## config.mk

```make
export PLATFORM = sky130hd
export DESIGN_NAME = lcs_ctrl
export DESIGN_NICKNAME = d
export VERILOG_FILES = /design/src/rtl/lcs_pkg.sv /design/src/rtl/lcs_next.sv /design/src/rtl/lcs_channel.sv /design/src/rtl/lcs_ctrl.sv
export SDC_FILE = /design/constraint.sdc
export NUM_CORES = 1
export LEC_CHECK = 0
export CAP_MARGIN = 25
export CORE_AREA = 2 2 39 41
export CTS_BUF_LIST = sky130_fd_sc_hd__clkbuf_8
export DETAILED_ROUTE_END_ITERATION = 16
export DIE_AREA = 0 0 41 43
export PLACE_DENSITY_LB_ADDON = 0.3
export SYNTH_ARGS = -nofsm -noshare
export SYNTH_HDL_FRONTEND = slang
export SYNTH_HIERARCHICAL = 1
export SYNTH_SLANG_ARGS = --single-unit
```

## constraint.sdc

```tcl
create_clock -name clk -period 2 [get_ports clk]
set_input_delay 0.3 -clock clk [delete_from_list [all_inputs] [get_ports clk]]
set_output_delay 0.3 -clock clk [all_outputs]
set_load 0.02 [all_outputs]
```

## src/rtl/lcs_pkg.sv

```systemverilog
package lcs_pkg;
  typedef enum logic {
    LCS_NORMAL = 1'b0,
    LCS_LIGHT  = 1'b1
  } lcs_state_e;

  typedef struct packed {
    logic wr;
    logic wdata;
    logic below_entry;
    logic above_exit;
    logic on;
  } lcs_in_t;
endpackage

```

## src/rtl/lcs_next.sv

```systemverilog
module lcs_next
  import lcs_pkg::*;
(
  input  lcs_state_e cur,
  input  lcs_in_t    in,
  output lcs_state_e nxt,
  output logic       live
);
  logic exit_evt;

  always_comb begin
    exit_evt = (cur == LCS_LIGHT) && in.above_exit;
    live     = (cur == LCS_LIGHT) && in.on && !in.above_exit;
    if (!in.on) begin
      nxt = LCS_NORMAL;
    end else if (exit_evt) begin
      nxt = LCS_NORMAL;
    end else if (in.wr && !in.wdata) begin
      nxt = LCS_NORMAL;
    end else if (in.wr && in.wdata && in.below_entry) begin
      nxt = LCS_LIGHT;
    end else begin
      nxt = cur;
    end
  end
endmodule

```

## src/rtl/lcs_channel.sv

```systemverilog
module lcs_channel
  import lcs_pkg::*;
(
  input  logic    clk,
  input  logic    rst_n,
  input  lcs_in_t in,
  output logic    stat,
  output logic    sel
);
  lcs_state_e state_q;
  lcs_state_e state_d;
  logic       live;

  lcs_next u_next (
    .cur  (state_q),
    .in   (in),
    .nxt  (state_d),
    .live (live)
  );

  always_ff @(posedge clk) begin
    if (!rst_n) state_q <= LCS_NORMAL;
    else        state_q <= state_d;
  end

  assign stat = live;
  assign sel  = live;
endmodule

```

## src/rtl/lcs_ctrl.sv

```systemverilog
module lcs_ctrl
  import lcs_pkg::*;
#(
  parameter int NUM_CH = 2
) (
  input  logic              clk,
  input  logic              rst_n,
  input  logic [NUM_CH-1:0] sw_wr,
  input  logic [NUM_CH-1:0] sw_wdata,
  input  logic [NUM_CH-1:0] cur_below_entry,
  input  logic [NUM_CH-1:0] cur_above_exit,
  input  logic [NUM_CH-1:0] chan_on,
  output logic [NUM_CH-1:0] mode_stat,
  output logic [NUM_CH-1:0] light_sel
);
  for (genvar g = 0; g < NUM_CH; g++) begin : g_ch
    lcs_in_t ch_in;
    assign ch_in = '{wr:          sw_wr[g],
                     wdata:       sw_wdata[g],
                     below_entry: cur_below_entry[g],
                     above_exit:  cur_above_exit[g],
                     on:          chan_on[g]};
    lcs_channel u_ch (
      .clk   (clk),
      .rst_n (rst_n),
      .in    (ch_in),
      .stat  (mode_stat[g]),
      .sel   (light_sel[g])
    );
  end
endmodule

```

==> reports/results.tsv, run 1 <==
stage	metric	value	unit
worst_setup_path	max_stage_delay	0.62	ns
pwr	clkPwrFrac	0.691	
place	placed_cell_area	300	um^2
drt	wl_met3	87	um
yosys	yosys.area.top_type	dfxtp_1	
cells_and_area	finalInstanceArea	342	um^2
timing	fin_crit_sh	0.949	
clock_tree	cts_tree	built	
cells_and_area	final_nets	46	
timing	fin_skew	0	ns
drt	wl_met1	183	um
floorplanning	dieArea	1760	um^2
pwr	p_switching	0.0000427	W
pwr	comb_power_share	0.132	
global_routing	grt_use_total	0.0821	
worst_setup_path	crit_top_cell	clkdlybuf4s50_1	
pwr	leakage	0.130	nW
drt	top_layer_used	met3	
place	portBuffers	15	
timing	timing.fmax	527	MHz
yosys	yosys_warnings	6	
timing	worst_pin_slew	0.217	ns
cells_and_area	diodes	0	
pwr	vdd_drop_max	0.203	mV
place	dp_cells	45	
yosys	yosysTopAreaCellShare	0.276	
clock_tree	cts_resized	0	
floorplanning	start_util	0.105	
cells_and_area	largest_registers	g_ch.u_ch/state_q x2	
clock_tree	holdBufCountCts	0	
worst_setup_path	cp-end-kind	output pin	
clock_tree	cts.path.max_buffers	2	
worst_setup_path	worstSetupPathType	in -> out	
clock_tree	cts_buffers	3	
floorplanning	ios	16	
worst_setup_path	crit_chain	clkdlybuf4s50_1 -> and3b_1 -> clkdlybuf4s50_1	
worst_setup_path	cp.required	1.70	ns
yosys	netlist-cell-type-count	8	
clock_tree	path_clk_slew	0.03	ns
global_routing	grt_max_degree	4	
worst_setup_path	critPathLaunch	chan_on[0]	
clock_tree	clk_latency	0.21	ns
pwr	power_density	688	nW/um^2
yosys	yosysSeqAreaShare	0.276	
global_routing	antenna_found_initial	0	
drt	drc_errors	0	
cells_and_area	utilization	0.247	
cells_and_area	top_register	g_ch.u_ch/state_q	
floorplanning	die_h	43	um
place	gp_congestion	0.571	
pwr	sequentialPowerShare	0.177	
worst_setup_path	cp.arrival	1.60	ns
yosys	syn_avg_cell_area	9.07	um^2
floorplanning	coreArea	1380	um^2
cells_and_area	final_common_cell	clkdlybuf4s50_1	
cells_and_area	fill_cells	154	
worst_setup_path	r2r_slack	1.19	ns
pwr	p_int	0.000192	W
drt	wl_met2	269	um
floorplanning	die_x	41	um
yosys	ys_seq_elements	2	
timing	final-setup-viol-count	0	
drt	first_iter_violations	0	
clock_tree	cts_root_buf	clkbuf_8	
global_routing	grt-ovfl-total	0	
worst_setup_path	worstSetupStartpointType	input pin	
timing	slew_headroom	0.855	
yosys	ys_top_cells_by_area	dfxtp_1 (28%), and3b_1 (12%), nand4b_1 (12%), a21boi_1 (10%), buf_4 (10%)	
hold_path	hold_class	reg -> reg	
clock_tree	post-cts-setup-buffers	0	
job	cap_violations	0	
hold_path	min_from	g_ch[0].u_ch/state_q	
worst_setup_path	crit_fanout	2	
drt	avgViaCountPerCell	4.00	
timing	fin_tns_setup	0	ns
cells_and_area	final-instance-count-excl-fill	48	
clock_tree	htreeDepth	1	
pwr	swShare	0.182	
timing	drv_slew	0	
yosys	syn-cell-area	145	um^2
global_routing	grt_pass1_wl	807	um
timing	rsz0062_at_grt	no	
worst_setup_path	r2r-start	g_ch[1].u_ch/state_q	
outcome	outcome	complete, no violations	
worst_setup_path	critPathSlowestCell	clkdlybuf4s50_1	
yosys	synth_nets	28	
drt	wl	541	um
cells_and_area	largest_register_ffs	2	
timing	fin_crit	1.90	ns
global_routing	grt_pass1_vias	216	
floorplanning	row_count	14	
cells_and_area	drive_above_1_share	0.0938	
yosys	synth_cells	16	
cells_and_area	layout_common_cells	clkdlybuf4s50_1 (15), clkbuf_8 (3)	
timing	final-hold-violation-count	0	
drt	ant_nets	0	
clock_tree	cts.sinks	2	
drt	routedWlPerCell	11.3	um
drt	firstDrtPassIters	1	
drt	dr_total_vias	192	
pwr	power	0.000235	W
cells_and_area	synthToLayoutAreaGrowth	135	%
-- Yosys cell counts --
| library cell | number |
|---|---|
| and2_1 | 2 |
| dfxtp_1 | 2 |
| and3b_1 | 2 |
| nand2b_1 | 2 |
| nand4b_1 | 2 |
| buf_4 | 2 |
| nand3b_1 | 2 |
| a21boi_1 | 2 |
-- layer usage --
| layer | vias up | GRT usage |
|---|---|---|
| met2 | 18 | 0.131 |
| met5 | - | 0 |
| met3 | 0 | 0.0942 |
| li1 | 88 | - |
| met4 | 0 | 0.0400 |
| met1 | 86 | 0.0510 |
-- metrics by stage --
step	setup slack (ns)	hold WS, ns
after floorplan	0.894	0.427
after global placement	0.135	0.602
after detailed placement	0.0905	0.632
after CTS	0.0905	0.637
after global routing	0.0553	0.662
final	0.102	0.633
-- worst max-delay path, delay by kind of cell --
| family | cells | cell delay, ns |
|---|---|---|
| and+or+nand+nor | 1 | 0.21 |
| buffers and inverters | 2 | 1.09 |
-- power groups by stage --
stage / clock network (W) / registers (W) / logic [W]
floorplan: 0 / 0.0000418 / 0.00000659
global placement: 0 / 0.0000419 / 0.0000297
detailed placement: 0 / 0.0000420 / 0.0000312
CTS: 0.000172 / 0.0000416 / 0.0000315
global route: 0.000176 / 0.0000416 / 0.0000335
finish: 0.000162 / 0.0000416 / 0.0000311
-- worst paths after layout --
kind                            depth (start not counted)                   end
worst max-delay path                                    3          mode_stat[0]
worst max register to register                          3  g_ch[1].u_ch/state_q
worst min-delay path                                    3  g_ch[0].u_ch/state_q
worst min register to register                          3  g_ch[0].u_ch/state_q
-- logic make-up after synthesis --
| group | count (synthesis) | synth area share |
|---|---|---|
| AOI/OAI and AO/OA | 2 | 0.103 |
| buffers and inverters | 2 | 0.103 |
| DFF | 2 | 0.276 |
| and+or+nand+nor | 10 | 0.517 |
-- cell type report --
cell class,count,area [um^2],area share
clock buffers,3,41.3,0.121
multi-input cells,12,90.1,0.264
flip-flops and latches,2,40.0,0.117
well taps,16,20.0,0.0586
repair buffers,15,150,0.440
No activity file was read; power rests on OpenSTA's default activity.
==> inputs of run 2 (changes only) <==
- SETUP_SLACK_MARGIN: unset -> 0.1
==> run 2 against run 1 <==
Highest routed layer unchanged. Via count is the same. Register-to-register slack barely moved. First-iteration DRC count unchanged.
==> reports/results.tsv, run 2 (synthesis results as in run 1) <==
stage	metric	value	unit
outcome	outcome	complete, no violations	
floorplanning	dieArea	1760	um^2
timing	fin_crit_sh	0.814	
pwr	power	0.000235	W
drt	firstDrtPassIters	1	
clock_tree	clk_latency	0.21	ns
timing	final-setup-viol-count	0	
timing	fin_skew	0	ns
drt	avgViaCountPerCell	4.00	
global_routing	grt_pass1_wl	807	um
timing	fin_crit	1.63	ns
global_routing	grt_max_degree	4	
clock_tree	htreeDepth	1	
pwr	power_density	683	nW/um^2
place	portBuffers	15	
clock_tree	holdBufCountCts	0	
timing	timing.fmax	614	MHz
drt	ant_nets	0	
hold_path	hold_class	reg -> reg	
drt	wl	550	um
cells_and_area	diodes	0	
global_routing	grt-ovfl-total	0	
place	pre_cts_slack	0.0905	ns
cells_and_area	synthToLayoutAreaGrowth	137	%
timing	slew_headroom	0.850	
floorplanning	start_util	0.105	
global_routing	antenna_found_initial	0	
place	gp_congestion	0.571	
cells_and_area	final_nets	46	
cells_and_area	drive_above_1_share	0.0938	
job	cap_violations	0	
floorplanning	die_x	41	um
floorplanning	die_h	43	um
cells_and_area	largest_register_ffs	2	
timing	worst_slack	0.372	ns
cells_and_area	fill_cells	152	
pwr	leakage	0.176	nW
worst_setup_path	cp.arrival	1.33	ns
drt	routedWlPerCell	11.5	um
timing	worst_pin_slew	0.224	ns
timing	rsz0062_at_grt	no	
place	placed_cell_area	300	um^2
cells_and_area	top_register	g_ch.u_ch/state_q	
clock_tree	cts.sinks	2	
timing	final-hold-violation-count	0	
cells_and_area	final_common_cell	clkdlybuf4s50_1	
pwr	vdd_drop_max	0.203	mV
drt	first_iter_violations	0	
clock_tree	cts.path.max_buffers	2	
floorplanning	ios	16	
global_routing	grt_pass1_vias	216	
worst_setup_path	worstSetupStartpointType	input pin	
clock_tree	cts_tree	built	
clock_tree	path_clk_slew	0.03	ns
drt	dr_total_vias	192	
worst_setup_path	cp-end-kind	output pin	
floorplanning	coreArea	1380	um^2
clock_tree	cts_buffers	3	
worst_setup_path	worstSetupPathType	in -> out	
worst_setup_path	cp.required	1.70	ns
cells_and_area	layout_common_cells	clkdlybuf4s50_1 (11), clkbuf_8 (3)	
clock_tree	cts_root_buf	clkbuf_8	
worst_setup_path	crit_fanout	2	
drt	drc_errors	0	
cells_and_area	largest_registers	g_ch.u_ch/state_q x2	
floorplanning	row_count	14	
timing	fin_tns_setup	0	ns
cells_and_area	finalInstanceArea	344	um^2
global_routing	grt_use_total	0.0821	
timing	drv_slew	0	
==> run 2: cell types whose count changed in the layout (fill, tap and decap cells not counted), sizes merged <==
cell,delta
clkdlybuf4s50,-4
dlygate4sd2,+2
dlymetal6s2s,+2
==> run 2: path summary, 6_finish.rpt <==
check                                             to  depth (start not counted)  slack (ns)            startpoint
worst max-delay path                    mode_stat[0]                          3        0.37            chan_on[0]
worst min-delay path            g_ch[0].u_ch/state_q                          3        0.63  g_ch[0].u_ch/state_q
worst max register to register  g_ch[1].u_ch/state_q                          3        1.19  g_ch[1].u_ch/state_q
worst min register to register  g_ch[0].u_ch/state_q                          3        0.63  g_ch[0].u_ch/state_q
==> run 2: timing repair <==
item,in CTS,in global routing
setup buffers,0,0
resized for setup,2,2
setup endpoints to repair,3,2
pin swaps,0,0
cloned,0,0
endpoints found under the hold margin,0,0
==> run 2: cell type report <==
cell class,instances,area [um^2],area share
Multi-Input combinational cell,12,90.1,0.262
Sequential cell,2,40.0,0.116
Clock buffer,3,41.3,0.120
Timing Repair Buffer,15,153,0.444
Tap cell,16,20.0,0.0582
==> run 2: critical path, cell delays in order <==
cell             delay, ns
clkdlybuf4s50_1       0.47
and3b_1               0.21
dlygate4sd2_1         0.35
==> run 2: power breakdown <==
| group | total, W | switching, W | internal, W |
|---|---|---|---|
| Combinational | 0.0000309 | 0.00000735 | 0.0000236 |
| Sequential | 0.0000416 | 0.000000559 | 0.0000410 |
| Clock | 0.000162 | 0.0000348 | 0.000128 |
| Total | 0.000235 | 0.0000427 | 0.000192 |
==> run 2: metrics by stage <==
step,util,instances,hold slack [ns]
final,0.249,48,0.633
after global routing,0.249,48,0.662
after CTS,0.245,48,0.637
after detailed placement,0.217,45,0.632
after global placement,0.217,45,0.602
after floorplan,-,16,0.427
==> run 2: layer usage <==
layer / track usage / vias up / wire [um] / part of all wire
li1: - / 88 / - / -
met1: 0.0510 / 86 / 180 / 0.33
met2: 0.131 / 18 / 273 / 0.50
met3: 0.0942 / 0 / 96 / 0.17
met4: 0.0400 / 0 / 0 / 0
met5: 0 / - / 0 / 0
